==> config.mk <==
export PLATFORM = sky130hd
export DESIGN_NAME = cascade_interval_timer
export DESIGN_NICKNAME = d
export VERILOG_FILES = /design/src/rtl/cascade_interval_timer.sv
export SDC_FILE = /design/constraint.sdc
export NUM_CORES = 1
export LEC_CHECK = 0
export BUFFER_PORTS_ARGS = -buffer_cell sky130_fd_sc_hd__buf_2
export CORE_ASPECT_RATIO = 0.7
export CORE_MARGIN = 2
export CORE_UTILIZATION = 50
export DETAILED_ROUTE_END_ITERATION = 16
export PLACE_DENSITY = 0.74
export SLEW_MARGIN = 20
export SYNTH_ARGS = -nofsm -noshare
export SYNTH_HDL_FRONTEND = slang
export SYNTH_SLANG_ARGS = --single-unit
==> constraint.sdc <==
create_clock -name clk -period 3.2 [get_ports clk]
set_input_delay 0 -clock clk [delete_from_list [all_inputs] [get_ports clk]]
set_output_delay 0 -clock clk [all_outputs]
set_load 0.03 [all_outputs]
==> src/rtl/cascade_interval_timer.sv <==
module cascade_interval_timer #(
  parameter int BYTE_W = 8
) (
  input  logic                clk,
  input  logic                rst_n,
  input  logic [3*BYTE_W-1:0] reload_val,
  input  logic                start,
  input  logic                tick_en,
  output logic                tog_out,
  output logic                expire_pulse
);
  localparam int CNT_W = 3 * BYTE_W;

  logic [CNT_W-1:0]  rld_q;
  logic [BYTE_W-1:0] lo_q, mid_q, hi_q;
  logic              tog_q, pulse_q;

  logic [BYTE_W-1:0] mid_dec, hi_dec;
  logic              lo_wrap, mid_done, hi_done;

  assign mid_dec  = mid_q - 1'b1;
  assign hi_dec   = hi_q - 1'b1;
  assign lo_wrap  = tick_en && (lo_q == {BYTE_W{1'b1}});
  assign mid_done = (mid_dec == '0);
  assign hi_done  = (hi_dec == '0);

  function automatic logic [BYTE_W-1:0] preload(input logic [CNT_W-1:0] v);
    return {BYTE_W{1'b0}} - v[BYTE_W-1:0];
  endfunction

  always_ff @(posedge clk) begin
    if (!rst_n) begin
      rld_q   <= '0;
      lo_q    <= '0;
      mid_q   <= '0;
      hi_q    <= '0;
      tog_q   <= 1'b0;
      pulse_q <= 1'b0;
    end else begin
      pulse_q <= 1'b0;
      if (start) begin
        rld_q <= reload_val;
        lo_q  <= preload(reload_val);
        mid_q <= reload_val[2*BYTE_W-1:BYTE_W];
        hi_q  <= reload_val[CNT_W-1:2*BYTE_W];
        tog_q <= 1'b0;
      end else if (tick_en) begin
        lo_q <= lo_q + 1'b1;
        if (lo_wrap) begin
          mid_q <= mid_dec;
          if (mid_done) begin
            hi_q <= hi_dec;
            if (hi_done) begin
              lo_q    <= preload(rld_q);
              mid_q   <= rld_q[2*BYTE_W-1:BYTE_W];
              hi_q    <= rld_q[CNT_W-1:2*BYTE_W];
              tog_q   <= ~tog_q;
              pulse_q <= 1'b1;
            end
          end
        end
      end
    end
  end

  assign tog_out      = tog_q;
  assign expire_pulse = pulse_q;
endmodule

==> flow_summary.json, run 1 <==
{
  "max_freq_ghz": 0.352,
  "most_common_cell_after_layout_fill_and_taps_aside": "sky130_fd_sc_hd__nand2_1",
  "final_layout_size_suffix_gt1_share_pct": 14.0,
  "worst_pin_slew_ns": 0.644,
  "clock_tree.htree_level_count": 2,
  "failing_checks": "negative hold slack",
  "antenna_found_initial": 0,
  "diodes": 0,
  "swShare_pct": 29.9,
  "die_w_um": 96.0,
  "initial_util_pct": 51.8,
  "unrepaired_setup_endpoints_after_global_routing": "no",
  "ys_async_sr_fraction_pct": 0,
  "layout_worst_path_cycle_share_pct": 88.7,
  "tritoncts": "built",
  "ys_warn_count": 0,
  "min-delay-path-class": "in2reg",
  "clock_transition_at_the_register_clock_pins_on_the_worst_setup_and_hold_paths_after_cts_ns": 0.10,
  "filler_cell_count": 499,
  "aggregate_routed_wire_length_um": 7370,
  "die_area_sq_mm": 0.00657,
  "via_per_inst": 5.76,
  "peakVddDrop_mv": 0.313,
  "critPathMaxFanout": 9,
  "first_pass_grt_wire_length_um": 12500,
  "timing.clock.skew_ns": 0.00911,
  "timing.slew.headroom_pct": 56.4,
  "timing_max_transition_violations_final": 0,
  "maxcap_violations": 0,
  "final_net_count": 442,
  "r2r.worst_path.cells": 8,
  "mappedNetlistNets": 405,
  "gr-usage-all-layers_pct": 24.3,
  "cts_buffer_depth": 2,
  "cellPowerDensity_mw_per_mm2": 403,
  "pre_antenna_drt_iters": 4,
  "clk_root_buffer_cell": "sky130_fd_sc_hd__clkbuf_8",
  "final_period_minus_worst_setup_slack_ns": 2.84,
  "reg_power_share_pct": 51.0,
  "clock_insertion_delay_worst_skew_ns": 0.30,
  "port_buffers": 29,
  "synth_ff_type": "sky130_fd_sc_hd__dfxtp_1",
  "lkg_pwr_nw": 1.36,
  "worst_hold_startpoint": "reload_val[5]",
  "number_of_cells_on_the_worst_hold_path": 3,
  "clock_power_share_pct": 28.2,
  "critPathLaunch": "mid_q[0]",
  "ios": 30,
  "area_growth_pct": 15.4,
  "remaining_drc_errors": 0,
  "critPathArrivalTime_ns": 3.08,
  "placement_rows": 23,
  "cp_cell_sequence": "inv_1 -> ha_1 -> or4b_1 -> nor4b_2 -> o311ai_1 -> nor4_4 -> o311ai_0 -> a21oi_1",
  "yosys.cell_types.count": 55,
  "critPathKind": "reg2reg",
  "grt-ovfl-total": 0,
  "layout.cells.most_common_list": "51 x sky130_fd_sc_hd__nand2_1, 50 x sky130_fd_sc_hd__dfxtp_1, 31 x sky130_fd_sc_hd__nor2_1",
  "max_stage_delay_ns": 0.52,
  "crit_path_start_kind": "flop",
  "grt_start_max_net_pins": 44,
  "comb_power_share_pct": 20.7,
  "post-dp-hpwl_um": 5060,
  "summed_instance_area_of_the_synthesized_netlist_sq_mm": 0.00296,
  "timing.hold.worst_endpoint": "rld_q[5]",
  "core-area_sq_mm": 0.00573,
  "hold-worst-slack_ns": -0.00358,
  "wl_per_cell_um": 15.3,
  "fin_tns_setup_ns": 0,
  "cts-buffers-inserted": 5,
  "synth_enable_flop_cells": 0,
  "power_report.internal_total_mw": 0.966,
  "die_y_um": 68.4,
  "setup_viol_count_final": 0,
  "clock-sinks": 50,
  "p_switching_mw": 0.413,
  "synth.yosys.seq_area_share_pct": 33.8,
  "grt_pass1_vias": 2578,
  "netlist_instances": 370,
  "r2r_start": "mid_q[0]",
  "detailedPlace.worstSlack_ns": 0.392,
  "place_congestion": 0.896,
  "critical_path.slowest_cell": "sky130_fd_sc_hd__or4b_1",
  "drt_iter0_markers": 269,
  "endpoint_kind": "flop",
  "synthesis.area_per_instance_sq_um": 8.01,
  "cts_setup_buffers": 0,
  "timing.rr.end": "mid_q[4]",
  "worst_ep_required_ns": 3.44,
  "finalWorstSetupSlack_ns": 0.360,
  "detail-route-antenna-nets": 0,
  "setup_slack_of_the_most_critical_reg_to_reg_path_ns": 0.36,
  "outcome": "complete, but fails checks",
  "vias": 2781,
  "synth.ff_latch_count": 50,
  "finalHoldViolations": 2
}
cell families after synthesis:
logic type                 after synthesis  share of synthesized area [%]
AOI/OAI and AO/OA                       87                           20.0
xor gates and xnor gates                27                           8.23
adders and majority gates                7                           2.95
buffers and inverters                   34                           4.39
DFF                                     50                           33.8
muxes                                   17                           5.78
and+or+nand+nor                        148                           24.9
synthesized netlist by cell type (3+ instances only):
| library cell | instances | area share (%) |
|---|---|---|
| sky130_fd_sc_hd__nand2_1 | 51 | 6.5 |
| sky130_fd_sc_hd__dfxtp_1 | 50 | 34 |
| sky130_fd_sc_hd__nor2_1 | 31 | 3.9 |
| sky130_fd_sc_hd__a21oi_1 | 26 | 4.4 |
| sky130_fd_sc_hd__mux2i_1 | 16 | 5.4 |
| sky130_fd_sc_hd__nor3_1 | 16 | 2.7 |
| sky130_fd_sc_hd__clkbuf_1 | 15 | 1.9 |
| sky130_fd_sc_hd__nand3_1 | 15 | 2.5 |
| sky130_fd_sc_hd__o21ai_0 | 14 | 2.4 |
| sky130_fd_sc_hd__inv_1 | 13 | 1.6 |
| sky130_fd_sc_hd__xnor2_1 | 13 | 3.8 |
| sky130_fd_sc_hd__xor2_1 | 13 | 3.8 |
| sky130_fd_sc_hd__a31oi_1 | 8 | 1.7 |
| sky130_fd_sc_hd__a211oi_1 | 7 | 1.8 |
| sky130_fd_sc_hd__ha_1 | 7 | 3.0 |
| sky130_fd_sc_hd__o221ai_1 | 6 | 1.8 |
| sky130_fd_sc_hd__buf_1 | 4 | 0.51 |
| sky130_fd_sc_hd__nor4_1 | 4 | 0.84 |
| sky130_fd_sc_hd__o311ai_0 | 4 | 1.2 |
| sky130_fd_sc_hd__o31ai_1 | 4 | 1.0 |
| sky130_fd_sc_hd__or3_1 | 4 | 0.84 |
| sky130_fd_sc_hd__and3_1 | 3 | 0.63 |
| sky130_fd_sc_hd__or2_2 | 3 | 0.63 |
final cells by class:
cell class                 count  area [sq um]  area share [%]
multi-input combinational    286          1830            53.6
sequential                    50          1000            29.3
timing repair buffer          51           348            10.2
tap                           75          93.8            2.74
clock buffer                   6          82.6            2.41
inverter                      13          48.8            1.43
clock inverter                 2          12.5           0.366
power groups by stage:
stage	Clock, mW	Combinational, mW	Sequential (mW)
after floorplan	0	0.205	0.703
after global placement	0	0.264	0.715
after detailed placement	0	0.268	0.717
after CTS	0.400	0.283	0.702
after global routing	0.423	0.319	0.709
final	0.390	0.286	0.704
state kept, by name (all words and copies together), names as in the netlist:
| signal | flops |
|---|---|
| expire_pulse | 1 |
| tog_out | 1 |
| mid_q | 8 |
| hi_q | 8 |
| rld_q | 24 |
| lo_q | 8 |
stage by stage:
stage / std cells / hold WS (ns) / instance area [sq um] / util (%) / total power [mW]
3_3_place_gp: 460 / 0.253 / 3170 / 55.4 / 0.979
3_5_place_dp: 460 / 0.261 / 3170 / 55.4 / 0.984
6_report: 483 / -0.00358 / 3420 / 59.7 / 1.38
4_1_cts: 483 / 0.00487 / 3420 / 59.7 / 1.39
2_1_floorplan: 370 / 0.147 / 2960 / - / 0.908
5_1_grt: 483 / 0.0251 / 3420 / 59.7 / 1.45
worst max-delay path, delay by kind of cell (launching register included):
kind | cells | cell delay (ns)
compound gates | 3 | 0.65
fa+ha+maj | 1 | 0.22
simple gates | 3 | 1.41
buf+inv | 1 | 0.10
flops | 1 | 0.39
worst max path at each step:
stage | cells after the start | slack [ns] | end
finish | 8 | 0.36 | mid_q[4]
global route | 8 | 0.16 | mid_q[4]
CTS | 8 | 0.38 | mid_q[4]
detailed placement | 8 | 0.39 | mid_q[4]
global placement | 6 | 0.52 | lo_q[1]
floorplan | 7 | 0.65 | tog_out
per-layer routing:
layer,global-route usage [%],part of all wire [%],vias to the layer above
li1,-,-,1407
met1,36.8,50,1289
met2,34.7,42,81
met3,4.96,7.1,4
met4,6.25,0.47,0
met5,0,0,-
what timing repair did:
action / 4_1_cts / 5_1_grt
setup endpoints to repair: 0 / 0
hold endpoints to repair: 18 / 0
gates resized for setup: 0 / 0
hold buffers: 15 / 0
Note: power is estimated with default switching activity, not from simulation.
==> run 2, diff against run 1 <==
- RECOVER_POWER: unset -> 100
==> run 2 against run 1 <==
Against the previous run: the flow still finishes with violations (negative hold slack); combinational power is 2% lower; clock skew barely moved; critical path depth shrank 2; die area did not move; setup slack lost 0.096 ns; sequential cell count is the same; largest power group unchanged.
==> flow_summary.json, run 2 (same netlist as run 1, synthesis figures left out) <==
{
  "critical_path.n_buffers_inverters": 0,
  "grt-ovfl-total": 0,
  "maxcap_violations": 0,
  "crit_path_start_kind": "flop",
  "ios": 30,
  "worst_pin_slew_ns": 1.43,
  "final_period_minus_worst_setup_slack_ns": 2.94,
  "failing_checks": "negative hold slack",
  "finalNonFillerCells": 483,
  "wl_per_cell_um": 15.2,
  "lkg_pwr_nw": 1.33,
  "critPathArrivalTime_ns": 3.06,
  "critPathKind": "reg2reg",
  "final_layout_size_suffix_gt1_share_pct": 12.0,
  "setup_viol_count_final": 0,
  "post-dp-hpwl_um": 5060,
  "cts-buffers-inserted": 5,
  "detail-route-antenna-nets": 0,
  "final_net_count": 442,
  "critPathMostFrequentCell": "sky130_fd_sc_hd__or4_1",
  "clock_insertion_delay_worst_skew_ns": 0.30,
  "peakVddDrop_mv": 0.309,
  "hold-worst-slack_ns": -0.000897,
  "r2r_start": "hi_q[0]",
  "cp_cell_sequence": "or4_1 -> or4_1 -> xnor2_1 -> or3_1 -> nor2_1 -> o221ai_1",
  "diodes": 0,
  "via_per_inst": 5.78,
  "antenna_found_initial": 0,
  "die_y_um": 68.4,
  "grt_start_max_net_pins": 44,
  "timing.hold.worst_endpoint": "rld_q[5]",
  "worst_ep_required_ns": 3.32,
  "layout.cells.most_common_list": "51 x sky130_fd_sc_hd__nand2_1, 50 x sky130_fd_sc_hd__dfxtp_1, 31 x sky130_fd_sc_hd__nor2_1",
  "max_freq_ghz": 0.341,
  "filler_cell_count": 508,
  "largest_register_ff_count": 24,
  "clock_tree.htree_level_count": 2,
  "max_stage_delay_ns": 0.55,
  "die_w_um": 96.0,
  "most_common_cell_after_layout_fill_and_taps_aside": "sky130_fd_sc_hd__nand2_1",
  "worst_hold_startpoint": "reload_val[5]",
  "pre_antenna_drt_iters": 5,
  "timing.slew.headroom_pct": 4.68,
  "gr-usage-all-layers_pct": 24.3,
  "clock-sinks": 50,
  "vias": 2791,
  "post-place-cells": 460,
  "cp_top_family": "simple AND/OR/NAND/NOR gates",
  "setup_slack_of_the_most_critical_reg_to_reg_path_ns": 0.26,
  "initial_util_pct": 51.8,
  "first_pass_grt_wire_length_um": 12500,
  "outcome": "complete, but fails checks",
  "placement_rows": 23,
  "finalHoldViolations": 1,
  "endpoint_kind": "flop",
  "drt_iter0_markers": 240,
  "cts_buffer_depth": 2,
  "layout_worst_path_cycle_share_pct": 91.7,
  "place_congestion": 0.896,
  "tritoncts": "built",
  "cts_setup_buffers": 0,
  "remaining_drc_errors": 0,
  "post_cts_resize_count": 0,
  "cellPowerDensity_mw_per_mm2": 404,
  "unrepaired_setup_endpoints_after_global_routing": "no",
  "min-delay-path-class": "in2reg",
  "max_flop_register": "rld_q",
  "r2r.worst_path.cells": 6,
  "fin_tns_setup_ns": 0,
  "clk_root_buffer_cell": "sky130_fd_sc_hd__clkbuf_8",
  "timing.clock.skew_ns": 0.00905,
  "critical_path.slowest_cell": "sky130_fd_sc_hd__or4_1",
  "timing.rr.end": "lo_q[1]",
  "clock_transition_at_the_register_clock_pins_on_the_worst_setup_and_hold_paths_after_cts_ns": 0.09,
  "grt_pass1_vias": 2578,
  "aggregate_routed_wire_length_um": 7350,
  "port_buffers": 29,
  "core-area_sq_mm": 0.00573,
  "number_of_cells_on_the_worst_hold_path": 3,
  "timing_max_transition_violations_final": 0,
  "die_area_sq_mm": 0.00657,
  "critPathMaxFanout": 8,
  "area_growth_pct": 14.5
}
==> run 2: cell count changes in the layout (fill, tap and decap cells not counted), sizes merged <==
| cell | change |
|---|---|
| clkbuf | +5 |
| buf | -5 |
==> run 2: metrics by stage <==
step	power, mW	worst slack, ns	cell area (sq um)	utilization (%)	hold slack [ns]
2_1_floorplan	0.908	0.645	2960	-	0.147
3_3_place_gp	0.979	0.519	3170	55.4	0.253
3_5_place_dp	0.984	0.392	3170	55.4	0.261
4_1_cts	1.39	0.378	3420	59.7	0.00487
5_1_grt	1.45	0.117	3390	59.3	0.0251
6_report	1.37	0.264	3390	59.3	-0.000897
==> run 2: layer usage <==
layer	vias to the layer above	global-route usage, %	share of wire, %
met3	2	4.96	7.2
met1	1290	36.8	50
met4	0	6.25	0.38
li1	1412	-	-
met2	87	34.7	42
met5	-	0	0
==> run 2: worst max-delay path by stage <==
| stage | from | to | slack [ns] | depth (start not counted) |
|---|---|---|---|---|
| 2_1_floorplan | hi_q[0] | tog_out | 0.65 | 7 |
| 3_3_place_gp | hi_q[0] | lo_q[1] | 0.52 | 6 |
| 3_5_place_dp | mid_q[0] | mid_q[4] | 0.39 | 8 |
| 4_1_cts | mid_q[0] | mid_q[4] | 0.38 | 8 |
| 5_1_grt | mid_q[0] | mid_q[4] | 0.12 | 8 |
| 6_report | hi_q[0] | lo_q[1] | 0.26 | 6 |
==> run 2: cell type report <==
class	count	area, sq um	area share [%]
sequential	50	1000	29.5
timing repair buffer	51	337	9.92
multi-input combinational	286	1820	53.6
clock inverter	2	12.5	0.369
inverter	13	48.8	1.44
tap	75	93.8	2.77
clock buffer	6	82.6	2.43
==> run 2: what timing repair did <==
item / CTS / global route
endpoints found under the hold margin: 18 / 0
endpoints found under the setup margin: 0 / 0
hold buffers: 15 / 0
==> run 2: power breakdown <==
part | internal (mW) | switching [mW]
Clock | 0.174 | 0.211
Sequential | 0.660 | 0.0426
Combinational | 0.127 | 0.154
Total | 0.962 | 0.407
==> run 2: worst register-to-register path, stage by stage, from the launching register on <==
cell and delay, ns:
sky130_fd_sc_hd__dfxtp_1 0.37, sky130_fd_sc_hd__or4_1 0.55, sky130_fd_sc_hd__or4_1 0.49, sky130_fd_sc_hd__xnor2_1 0.28, sky130_fd_sc_hd__or3_1 0.55, sky130_fd_sc_hd__nor2_1 0.35
sky130_fd_sc_hd__o221ai_1 0.18
==> run 3, diff against run 2 <==
- PLACE_DENSITY: 0.74 -> 0.77
- clock period: 3.2 -> 2.44 ns (I/O delays scaled with it)
==> run 3 against run 2 <==
Against the previous run: the flow finishes with violations (negative setup slack); cell count increased by 5.8%; total power up 39%; hold slack improved by 0.013 ns; highest routed layer unchanged.
==> flow_summary.json, run 3 (same netlist as run 1, synthesis figures left out) <==
{
  "first_pass_grt_wire_length_um": 13300,
  "area_growth_pct": 28.3,
  "final_period_minus_worst_setup_slack_ns": 2.53,
  "cts-buffers-inserted": 5,
  "grt_start_max_net_pins": 27,
  "detail-route-antenna-nets": 0,
  "diodes": 0,
  "p_switching_mw": 0.584,
  "antenna_found_initial": 0,
  "grt_pass1_vias": 2711,
  "most_common_cell_after_layout_fill_and_taps_aside": "sky130_fd_sc_hd__nand2_1",
  "timing.clock.skew_ns": 0.00486,
  "clock-sinks": 50,
  "vias": 3000,
  "fin_tns_setup_ns": -0.373,
  "crit_path_start_kind": "flop",
  "die_y_um": 68.4,
  "post-dp-hpwl_um": 5410,
  "filler_cell_count": 458,
  "placement_rows": 23,
  "clock_power_share_pct": 27.4,
  "pre_antenna_drt_iters": 5,
  "final_net_count": 470,
  "ios": 30,
  "die_w_um": 96.0,
  "endpoint_kind": "flop",
  "critPathKind": "reg2reg",
  "setup_viol_count_final": 12,
  "comb_power_share_pct": 24.4,
  "max_freq_ghz": 0.395,
  "port_buffers": 29,
  "drt_iter0_markers": 270,
  "worst_hold_startpoint": "reload_val[2]",
  "r2r_start": "hi_q[1]",
  "clock_insertion_delay_worst_skew_ns": 0.31,
  "number_of_cells_on_the_worst_hold_path": 3,
  "peakVddDrop_mv": 0.429,
  "wl_per_cell_um": 16.0,
  "maxcap_violations": 0,
  "power_report.internal_total_mw": 1.31,
  "finalHoldViolations": 0,
  "initial_util_pct": 51.8,
  "r2r.worst_path.cells": 7,
  "aggregate_routed_wire_length_um": 8190,
  "clock_tree.htree_level_count": 2,
  "max_flop_register": "rld_q",
  "worst_ep_required_ns": 2.63,
  "post-place-cells": 479,
  "critPathLaunch": "hi_q[1]",
  "tritoncts": "built",
  "min-delay-path-class": "in2reg",
  "lkg_pwr_nw": 1.52,
  "grt-ovfl-total": 0,
  "setup_slack_of_the_most_critical_reg_to_reg_path_ns": -0.09,
  "largest_register_ff_count": 24,
  "layout_worst_path_cycle_share_pct": 104,
  "clk_root_buffer_cell": "sky130_fd_sc_hd__clkbuf_8",
  "critPathArrivalTime_ns": 2.72,
  "timing.rr.end": "hi_q[0]",
  "worst_pin_slew_ns": 1.41,
  "critPathMaxFanout": 5,
  "clock_transition_at_the_register_clock_pins_on_the_worst_setup_and_hold_paths_after_cts_ns": 0.10,
  "via_per_inst": 5.87,
  "finalWorstSetupSlack_ns": -0.0894,
  "finalNonFillerCells": 511,
  "gr-usage-all-layers_pct": 26.2,
  "cellPowerDensity_mw_per_mm2": 499,
  "remaining_drc_errors": 0,
  "die_area_sq_mm": 0.00657,
  "timing.hold.worst_endpoint": "rld_q[2]",
  "place_congestion": 0.895,
  "unrepaired_setup_endpoints_after_global_routing": "yes",
  "timing_max_transition_violations_final": 0,
  "reg_power_share_pct": 48.3,
  "core-area_sq_mm": 0.00573,
  "failing_checks": "negative setup slack",
  "final_layout_size_suffix_gt1_share_pct": 22.7,
  "swShare_pct": 30.8,
  "cts_buffer_depth": 2,
  "outcome": "complete, but fails checks",
  "layout.cells.most_common_list": "50 x sky130_fd_sc_hd__nand2_1, 48 x sky130_fd_sc_hd__dfxtp_1, 29 x sky130_fd_sc_hd__nor2_1",
  "timing.slew.headroom_pct": 5.78
}
run 3: power groups by stage:
stage | clock, mW | combinational (mW) | sequential, mW
CTS | 0.525 | 0.438 | 0.913
global placement | 0 | 0.388 | 0.929
global route | 0.561 | 0.507 | 0.923
finish | 0.519 | 0.463 | 0.916
floorplan | 0 | 0.273 | 0.923
detailed placement | 0 | 0.395 | 0.931
run 3: routing by layer:
metal / share of wire, % / vias up / track usage, %
met4: 0.95 / 0 / 6.79
met1: 48 / 1422 / 38.6
li1: - / 1466 / -
met5: 0 / - / 0
met2: 45 / 103 / 39.2
met3: 6.4 / 9 / 5.07
run 3: timing repair:
| item | in CTS | in global routing |
|---|---|---|
| setup endpoints to repair | 24 | 25 |
| endpoints found under the hold margin | 26 | 0 |
| gates resized for setup | 14 | 16 |
| hold buffers | 20 | 0 |
| pin swaps | 4 | 9 |
| setup buffers | 1 | 3 |
run 3: worst max-delay path by stage:
stage | endpoint | slack, ns
floorplan | tog_out | -0.05
global placement | lo_q[1] | -0.11
detailed placement | lo_q[1] | -0.16
CTS | tog_out | -0.05
global route | tog_out | -0.15
finish | hi_q[0] | -0.09
run 3: metrics by stage:
step / hold slack (ns) / instance area, sq um / worst slack [ns] / power, mW / utilization, %
final: 0.0116 / 3800 / -0.0894 / 1.90 / 66.4
after global routing: 0.0273 / 3800 / -0.152 / 1.99 / 66.4
after CTS: 0.00545 / 3710 / -0.0476 / 1.88 / 64.8
after detailed placement: 0.264 / 3340 / -0.165 / 1.33 / 58.4
after global placement: 0.257 / 3340 / -0.107 / 1.32 / 58.4
after floorplan: 0.147 / 2980 / -0.0460 / 1.20 / -
run 3: worst max-delay path, cell delays in order (launching register included):
cell                       delay, ns
sky130_fd_sc_hd__dfxtp_2        0.33
sky130_fd_sc_hd__or4_4          0.53
sky130_fd_sc_hd__or4_4          0.54
sky130_fd_sc_hd__xnor2_4        0.18
sky130_fd_sc_hd__or3_4          0.38
sky130_fd_sc_hd__buf_6          0.15
sky130_fd_sc_hd__o211ai_1       0.18
sky130_fd_sc_hd__a21oi_1        0.11
run 3: layout make-up:
type | instances | area, sq um | area share [%]
clock buffers | 6 | 82.6 | 2.17
flip-flops and latches | 50 | 1000 | 26.4
inverters | 13 | 48.8 | 1.28
repair buffers | 79 | 577 | 15.2
well taps | 75 | 93.8 | 2.47
multi-input cells | 286 | 1980 | 52.2
clock inverters | 2 | 12.5 | 0.329
